$ cat src/rtl/rg_pkg.sv
package rg_pkg;
    typedef enum logic [2:0] {
        ST_RESET = 3'd0,
        ST_STOP  = 3'd1,
        ST_RUN   = 3'd2,
        ST_DECEL = 3'd3,
        ST_FAULT = 3'd4
    } rg_state_e;

    typedef struct packed {
        rg_state_e state;
        logic      brake_rev;
    } rg_ctl_t;
endpackage

$ cat src/rtl/rg_por.sv
module rg_por #(
    parameter int POR_CYCLES = 64
) (
    input  logic clk,
    input  logic rst_n,
    output logic done
);
    localparam int CW = $clog2(POR_CYCLES + 1);
    localparam logic [CW-1:0] LAST = CW'(POR_CYCLES);

    logic [CW-1:0] cnt_d, cnt_q;

    always_comb begin
        cnt_d = cnt_q;
        if (cnt_q != LAST) cnt_d = cnt_q + 1'b1;
    end

    always_ff @(posedge clk or negedge rst_n) begin
        if (!rst_n) cnt_q <= '0;
        else        cnt_q <= cnt_d;
    end

    assign done = (cnt_q == LAST);


    por_monotonic_chk: assert property (@(posedge clk) disable iff (!rst_n)
        done |=> done);
endmodule

$ cat src/rtl/rg_refwatch.sv
module rg_refwatch #(
    parameter int CLK_TIMEOUT = 100
) (
    input  logic clk,
    input  logic rst_n,
    input  logic hold,
    input  logic ref_edge,
    output logic lost
);
    localparam int CW = $clog2(CLK_TIMEOUT);
    localparam logic [CW-1:0] LAST = CW'(CLK_TIMEOUT - 1);

    logic [CW-1:0] cnt_d, cnt_q;
    logic          lost_d, lost_q;

    always_comb begin
        cnt_d  = cnt_q;
        lost_d = lost_q;
        if (hold || ref_edge) begin
            cnt_d  = '0;
            lost_d = 1'b0;
        end else if (cnt_q == LAST) begin
            lost_d = 1'b1;
        end else begin
            cnt_d = cnt_q + 1'b1;
        end
    end

    always_ff @(posedge clk or negedge rst_n) begin
        if (!rst_n) begin
            cnt_q  <= '0;
            lost_q <= 1'b0;
        end else begin
            cnt_q  <= cnt_d;
            lost_q <= lost_d;
        end
    end

    assign lost = lost_q;


    edge_clears_lost_chk: assert property (@(posedge clk) disable iff (!rst_n)
        ref_edge |=> !lost);

    lost_needs_gap_chk: assert property (@(posedge clk) disable iff (!rst_n)
        $rose(lost) |-> $past(cnt_q) == LAST);
endmodule

$ cat src/rtl/rg_unlock_timer.sv
module rg_unlock_timer #(
    parameter int TRIP_CYCLES = 1000
) (
    input  logic clk,
    input  logic rst_n,
    input  logic arm,
    input  logic bad,
    output logic trip
);
    localparam int CW = $clog2(TRIP_CYCLES);
    localparam logic [CW-1:0] LAST = CW'(TRIP_CYCLES - 1);

    logic [CW-1:0] cnt_d, cnt_q;

    always_comb begin
        cnt_d = '0;
        if (arm && bad) cnt_d = (cnt_q == LAST) ? cnt_q : cnt_q + 1'b1;
    end

    always_ff @(posedge clk or negedge rst_n) begin
        if (!rst_n) cnt_q <= '0;
        else        cnt_q <= cnt_d;
    end

    assign trip = arm && bad && (cnt_q == LAST);


    cnt_in_range_chk: assert property (@(posedge clk) disable iff (!rst_n)
        cnt_q <= LAST);

    relock_restart_chk: assert property (@(posedge clk) disable iff (!rst_n)
        !bad |=> cnt_q == '0);
endmodule

$ cat src/rtl/rotor_guard.sv
module rotor_guard
    import rg_pkg::*;
#(
    parameter int POR_CYCLES  = 64,
    parameter int TRIP_CYCLES = 1000,
    parameter int CLK_TIMEOUT = 100
) (
    input  logic clk,
    input  logic rst_n,
    input  logic start_n,
    input  logic coast_sel,
    input  logic locked,
    input  logic ref_edge,
    input  logic decel,
    output logic drive_en,
    output logic lowside_kill,
    output logic brake_rev,
    output logic power_save,
    output logic clk_lost
);
    rg_ctl_t ctl_d, ctl_q;
    logic    por_done, lost, trip, in_reset, in_run, bad;

    assign in_reset = (ctl_q.state == ST_RESET);
    assign in_run   = (ctl_q.state == ST_RUN);
    assign bad      = !locked || lost;

    rg_por #(.POR_CYCLES(POR_CYCLES)) u_por (
        .clk(clk), .rst_n(rst_n), .done(por_done));

    rg_refwatch #(.CLK_TIMEOUT(CLK_TIMEOUT)) u_ref (
        .clk(clk), .rst_n(rst_n), .hold(in_reset), .ref_edge(ref_edge), .lost(lost));

    rg_unlock_timer #(.TRIP_CYCLES(TRIP_CYCLES)) u_tmr (
        .clk(clk), .rst_n(rst_n), .arm(in_run), .bad(bad), .trip(trip));

    always_comb begin
        ctl_d = ctl_q;
        ctl_d.brake_rev = in_reset ? 1'b0 : ~coast_sel;
        unique case (ctl_q.state)
            ST_RESET: if (por_done) ctl_d.state = ST_STOP;
            ST_STOP:  if (!start_n) ctl_d.state = ST_RUN;
            ST_RUN: begin
                if (start_n)    ctl_d.state = ST_STOP;
                else if (trip)  ctl_d.state = ST_FAULT;
                else if (decel) ctl_d.state = ST_DECEL;
            end
            ST_DECEL: begin
                if (start_n)     ctl_d.state = ST_STOP;
                else if (!decel) ctl_d.state = ST_RUN;
            end
            ST_FAULT: if (start_n) ctl_d.state = ST_STOP;
            default:  ctl_d.state = ST_RESET;
        endcase
    end

    always_ff @(posedge clk or negedge rst_n) begin
        if (!rst_n) begin
            ctl_q.state     <= ST_RESET;
            ctl_q.brake_rev <= 1'b0;
        end else begin
            ctl_q <= ctl_d;
        end
    end

    assign drive_en     = (ctl_q.state == ST_RUN) || (ctl_q.state == ST_DECEL);
    assign lowside_kill = (ctl_q.state == ST_RESET) || (ctl_q.state == ST_FAULT);
    assign power_save   = (ctl_q.state == ST_RESET) || (ctl_q.state == ST_STOP);
    assign brake_rev    = ctl_q.brake_rev;
    assign clk_lost     = lost;


    save_vs_drive_chk: assert property (@(posedge clk) disable iff (!rst_n)
        !(power_save && drive_en));

    kill_vs_drive_chk: assert property (@(posedge clk) disable iff (!rst_n)
        !(lowside_kill && drive_en));

    fault_hold_chk: assert property (@(posedge clk) disable iff (!rst_n)
        (ctl_q.state == ST_FAULT && !start_n) |=> ctl_q.state == ST_FAULT);

    decel_no_trip_chk: assert property (@(posedge clk) disable iff (!rst_n)
        (ctl_q.state == ST_DECEL) |-> !trip);

    stop_wins_chk: assert property (@(posedge clk) disable iff (!rst_n)
        (start_n && !in_reset) |=> ctl_q.state == ST_STOP);
endmodule

$ cat config.mk
export PLATFORM = sky130hd
export DESIGN_NAME = rotor_guard
export DESIGN_NICKNAME = d
export VERILOG_FILES = /design/src/rtl/rg_pkg.sv /design/src/rtl/rg_por.sv /design/src/rtl/rg_refwatch.sv /design/src/rtl/rg_unlock_timer.sv /design/src/rtl/rotor_guard.sv
export SDC_FILE = /design/constraint.sdc
export NUM_CORES = 1
export LEC_CHECK = 0
export BUFFER_PORTS_ARGS = -buffer_cell sky130_fd_sc_hd__buf_2
export CAP_MARGIN = 5
export CORE_MARGIN = 2
export CORE_UTILIZATION = 34
export DETAILED_ROUTE_END_ITERATION = 8
export SLEW_MARGIN = 20
export SYNTH_ARGS = -nofsm -noshare
export SYNTH_HDL_FRONTEND = slang
export SYNTH_HIERARCHICAL = 1
export SYNTH_SLANG_ARGS = --single-unit
$ cat constraint.sdc
create_clock -name clk -period 2.8 [get_ports clk]
set_clock_uncertainty 0.2 [all_clocks]
set_input_delay 0.42 -clock clk [delete_from_list [all_inputs] [get_ports clk]]
set_output_delay 0.42 -clock clk [all_outputs]
set_load 0.01 [all_outputs]
Word level (Yosys, flattened, before mapping) --
Index checks and enable logic that the tools add are counted.
Word-level totals: output and inout bits 5, register bits after elaboration 29, logic and storage cells 52, input bits 7
Cells by class: reductions and logical operators 11, bitwise gates (word level) 1, mux-type cells 16, add/sub/neg operators 3, eq/ne operators 15
Operators with widths (count):
- $mux 3 | 8
- $mux 10 | 2
- $pmux 3 s5 | 1
- $add 7x1->7 const B | 2
- $eq 7x7->1 const B | 2
- $mux 7 | 2
- $add 10x1->10 const B | 1
- $eq 10x10->1 const B | 1
- $ne 2x2->1 const B | 4
- $ne 7x7->1 const B | 1
- $eq 3x2->1 const B | 2
- $logic_or 1x1->1 | 5
- $reduce_and 5->1 | 1
- $ne 4x4->1 const B | 1
- $eq 3x1->1 const B | 1
- $eq 3x3->1 const B | 1
- $logic_not 3->1 | 1
- $mux 1 | 3
- $ne 3x3->1 const B | 1
- $logic_and 1x1->1 | 2
- $ne 2x1->1 const B | 1
- $reduce_bool 2->1 | 1
- $logic_not 1->1 | 1
- $not 1->1 | 1

Logic depth before layout (Yosys ltp) --
word-level depth 7, mapped depth 8, mapped depth without buffers 7

Hierarchy --
Netlist, hierarchy kept.
By module, submodules not included:
- rg_unlock_timer | instances 1, area an instance 546.8 um^2, cells an instance 56, seq. area each 250.2 um^2
- rg_refwatch | instances 1, area an instance 400.4 um^2, cells an instance 41, seq. area each 200.2 um^2
- rg_por | instances 1, area an instance 329.1 um^2, cells an instance 27, seq. area each 175.2 um^2
- rotor_guard | instances 1, area an instance 274.0 um^2, cells an instance 32, seq. area each 100.1 um^2

Worst setup path before layout --
OpenSTA, ideal clock, no wires.
kind flip-flop to flip-flop, start point register u_tmr.cnt_q[0], end point register ctl_q[1] (netlist name), arrival 1.661 ns, path buffers 0, cell stages (with the launch flop) 8, setup slack 0.811 ns, library setup time 0.128 ns, period minus slack after synthesis 1.989 ns, required time 2.472 ns, cell sequence dfrtp_1 ha_1 and2_1 nand3_1 nor2_1 or3_4 a211oi_2 o32ai_1
Between the ends: cells in the longest elaborated chain, start to end 5, elaborated cells on any way between the ends 7, classes of those cells 2 x eq/ne; 3 x mux; 2 x reduce/logical
RTL lines:
- from (decl) | RTL line rg_unlock_timer.sv:13 | logic [CW-1:0] cnt_d, cnt_q;
- from (signal assigned) | RTL line rg_unlock_timer.sv:22 | else cnt_q <= cnt_d;
- $eq 10x10->1 * | RTL line rg_unlock_timer.sv:25 | assign trip = arm && bad && (cnt_q == LAST);
- $logic_and 1x1->1 * | RTL line rg_unlock_timer.sv:25
- via trip | RTL line rotor_guard.sv:22 | logic por_done, lost, trip, in_reset, in_run, bad;
- $mux 3 | RTL line rotor_guard.sv:45 | else if (trip) ctl_d.state = ST_FAULT;
- $mux 3 | RTL line rotor_guard.sv:44 | if (start_n) ctl_d.state = ST_STOP;
- $pmux 3 s5 | RTL line rotor_guard.sv:40 | unique case (ctl_q.state)
- to (signal assigned) | RTL line rotor_guard.sv:62 | ctl_q <= ctl_d;
- to (decl) | RTL line rotor_guard.sv:21 | rg_ctl_t ctl_d, ctl_q;
Mark *: on every way through the listed nets, which the timed path passes. The rest lies on a longest branch. A chain may end at the register's enable or synchronous reset.

Worst setup path after layout --
Ends and elaborated chain as after synthesis.

==> results.ini <==
[cts]
cts_buffer_depth=2
clock_tree_from_tritoncts=done
postCtsSetupRepairBufs=0
insertion_delay_ns=0.28
ctsHtreeMaxLevel=2
clk_transition_reported_paths_ns=0.06
clock_sink_count=29
numCtsBuffers=5
post_cts_resized=0
clock_tree.root_cell=sky130_fd_sc_hd__clkbuf_8

[logic_synthesis]
async_flop_share_pct=100
synth.top_cell.area_share_pct=46.8
number_of_distinct_standard_cells_referenced_by_the_synthesized_netlist=47
synth_seq_area_share_pct=46.8
ys_ff_latch=29
ys.warnings.count=6
synth_fp_nets=167
synth_area_um2=1550
post_synth_main_area_contributors=sky130_fd_sc_hd__dfrtp_1 47%, sky130_fd_sc_hd__nand3_1 3.9%, sky130_fd_sc_hd__nand2_1 3.6%, sky130_fd_sc_hd__xnor2_1 3.4%, sky130_fd_sc_hd__a21oi_1 3.2%
synthFlopType=sky130_fd_sc_hd__dfrtp_1
synthesis.area_per_instance_um2=9.94
synth_top_area_cell=sky130_fd_sc_hd__dfrtp_1
synth_enable_flop_cells=0
post_synth_inst_count=156

[global_routing]
grt_antenna_before_repair=0
use_met3_pct=5.06
grt_max_degree=30
first_global_vias=1191
grt_util_met1_pct=16.0
overall_track_demand_over_capacity_in_global_routing_pct=13.5
use_met2_pct=21.8
grt_first_pass_wirelength_mm=5.31
globalRoute.totalOverflow=0
grt_busiest_layer=met2

[critical_path]
critical_path.max_fanout=6
crit-reg2reg-capture=ctl_q[1]$_DFFE_PN0P_
r2r.worst_path.cells=7
worst-setup-path-type=register to register
worst_ep_arrival_time_ns=2.07
r2r_slack_ns=0.69
timing.critical_path.required_ns=2.76
endpoint_kind=register
timing.critical_path.from_type=register
timing.rr.start=u_tmr/cnt_q[0]$_DFFE_PN0P_

[floorplanning]
design.die.area_um2=5120
die_x_um=71.5
fp.coreArea_um2=4380
io_pins=12
rows=24
start_util_pct=35.4
dieHeight_um=71.5

[worst_hold_path]
hp-start=coast_sel
worst_hold_path.endpoint=brake_rev$_DFF_PN0_
min_path_type=input port to register
worst_hold_path.num_cells=2

[finish]
final_util_pct=39.9
finish.instance_area_um2=1750
fill_cells=456
syn_to_final_growth_pct=12.9
finalNetCount=182
antenna_cells=0
drive_gt1_share_pct=18.0

[routing]
detail_route.iter0.violations=32
final_antenna_net_count=0
routed_wl_mm=2.92
post_drt_via_cell_ratio=5.18
drt_pass1_iterations=4
detailroute.via_count=1161
avgRoutedWirePerCell_um=13.0
drcViolationCount=0

[sta]
max_slew.worst_pin.slew_ns=0.640
timing.hold.ws_ns=0.0900
timing.final.max_slew_violations=0
post-route-min-period_ns=2.11
totalNegativeSetupSlack_ns=0
setup_slack_ns=0.689
timing.final.setup_violations=0
post-route-period-util_pct=75.4
slew_headroom_pct=57.3
max_clock_freq_mhz=474
hold_viol=0
rsz0062_at_grt=no

[power]
vdd_drop_max_mv=0.344
powerDensity_nw_per_um2=596
leakage_nw=0.752

[run]
cap_viol_max_count=0

[status]
run_status=finished clean

[place]
gp_weighted_congestion=0.804
post-dp-hpwl_mm=2.13
place_ws_ns=0.684
placement.io_buffers=11
placed_area_um2=1640

[routing by layer]
metal	routed length (µm)	up-vias
met2	1430	11
met5	0	-
met1	1330	562
met4	56	0
li1	-	582
met3	105	6
[metrics by stage]
step	std cells	power [mW]
floorplan	156	0.626
global placement	215	0.665
detailed placement	215	0.673
CTS	224	1.06
global route	224	1.11
finish	224	1.04
[registers in the layout, indices dropped and copies added (netlist names)]
name / count
u_ref/lost: 1
ctl_q: 3
u_por/cnt_q: 7
u_tmr/cnt_q: 10
u_ref/cnt_q: 7
brake_rev: 1
[where the power goes]
part	switching [mW]	internal, mW	total, mW	leakage [nW]
clock	0.157	0.222	0.379	0.0542
combinational	0.0992	0.0756	0.175	0.313
sequential	0.0431	0.446	0.489	0.385
[timing repair]
action                                  4_1_cts  5_1_grt
hold buffers                                  1        0
endpoints found under the setup margin        0        0
endpoints found under the hold margin        29        0
[kinds of logic (layout without fill, tap and decap cells)]
family | count (synthesis) | count (layout) | synth area share [%]
DFF | 29 | 29 | 46.8
and+or+nand+nor | 71 | 71 | 25.7
muxes | 4 | 4 | 2.99
buffers and inverters | 10 | 26 | 3.47
adders and majority gates | 4 | 4 | 3.23
AOI/OAI and AO/OA | 29 | 29 | 12.7
xor gates and xnor gates | 9 | 9 | 5.09
[Yosys cell counts (2+ instances only)]
| cell type | instances |
|---|---|
| sky130_fd_sc_hd__a21o_1 | 2 |
| sky130_fd_sc_hd__a21oi_1 | 10 |
| sky130_fd_sc_hd__and2_1 | 3 |
| sky130_fd_sc_hd__and3_1 | 3 |
| sky130_fd_sc_hd__buf_6 | 2 |
| sky130_fd_sc_hd__dfrtp_1 | 29 |
| sky130_fd_sc_hd__ha_1 | 4 |
| sky130_fd_sc_hd__inv_1 | 6 |
| sky130_fd_sc_hd__mux2i_1 | 2 |
| sky130_fd_sc_hd__nand2_1 | 15 |
| sky130_fd_sc_hd__nand2b_1 | 5 |
| sky130_fd_sc_hd__nand3_1 | 12 |
| sky130_fd_sc_hd__nand4_1 | 2 |
| sky130_fd_sc_hd__nor2_1 | 12 |
| sky130_fd_sc_hd__nor3_1 | 3 |
| sky130_fd_sc_hd__o21ai_0 | 3 |
| sky130_fd_sc_hd__o21ai_1 | 2 |
| sky130_fd_sc_hd__o31ai_1 | 2 |
| sky130_fd_sc_hd__or3_1 | 3 |
| sky130_fd_sc_hd__or4_1 | 2 |
| sky130_fd_sc_hd__xnor2_1 | 6 |
| sky130_fd_sc_hd__xor2_1 | 3 |
[final cells by class]
class	instances	area [µm²]	area share, %
Clock inverter	1	5.00	0.286
Tap cell	52	65.1	3.72
Sequential cell	29	726	41.5
Multi-Input combinational cell	117	771	44.0
Inverter	6	22.5	1.29
Clock buffer	7	96.3	5.50
Timing Repair Buffer	12	65.1	3.72
[worst max-delay path by stage]
stage | from | to
2_1_floorplan | u_tmr/cnt_q[0]$_DFFE_PN0P_ | ctl_q[1]$_DFFE_PN0P_
3_3_place_gp | u_tmr/cnt_q[0]$_DFFE_PN0P_ | ctl_q[1]$_DFFE_PN0P_
3_5_place_dp | u_tmr/cnt_q[0]$_DFFE_PN0P_ | ctl_q[1]$_DFFE_PN0P_
4_1_cts | u_tmr/cnt_q[0]$_DFFE_PN0P_ | ctl_q[1]$_DFFE_PN0P_
5_1_grt | ctl_q[2]$_DFFE_PN0P_ | ctl_q[1]$_DFFE_PN0P_
6_report | u_tmr/cnt_q[0]$_DFFE_PN0P_ | ctl_q[1]$_DFFE_PN0P_
[cell usage in the layout (no fill, tap or decap), types with 3 or more instances in the layout]
cell type,n
sky130_fd_sc_hd__nand3_1,12
sky130_fd_sc_hd__nand2b_1,5
sky130_fd_sc_hd__and2_1,3
sky130_fd_sc_hd__xor2_1,3
sky130_fd_sc_hd__inv_1,6
sky130_fd_sc_hd__ha_1,4
sky130_fd_sc_hd__nand2_1,15
sky130_fd_sc_hd__nor3_1,3
sky130_fd_sc_hd__dfrtp_1,29
sky130_fd_sc_hd__clkbuf_8,7
sky130_fd_sc_hd__or3_1,3
sky130_fd_sc_hd__nor2_1,12
sky130_fd_sc_hd__a21oi_1,10
sky130_fd_sc_hd__xnor2_1,6
sky130_fd_sc_hd__buf_2,11
sky130_fd_sc_hd__o21ai_0,3
sky130_fd_sc_hd__and3_1,3
[worst max-delay path, stage by stage (launching register included)]
cell and delay [ns]:
sky130_fd_sc_hd__dfrtp_1 0.42, sky130_fd_sc_hd__ha_1 0.28, sky130_fd_sc_hd__and2_1 0.21, sky130_fd_sc_hd__nand3_1 0.13
sky130_fd_sc_hd__nor2_1 0.10, sky130_fd_sc_hd__or3_4 0.38, sky130_fd_sc_hd__a211oi_2 0.17, sky130_fd_sc_hd__o32ai_1 0.10
Note: power is estimated with default switching activity, not from simulation.
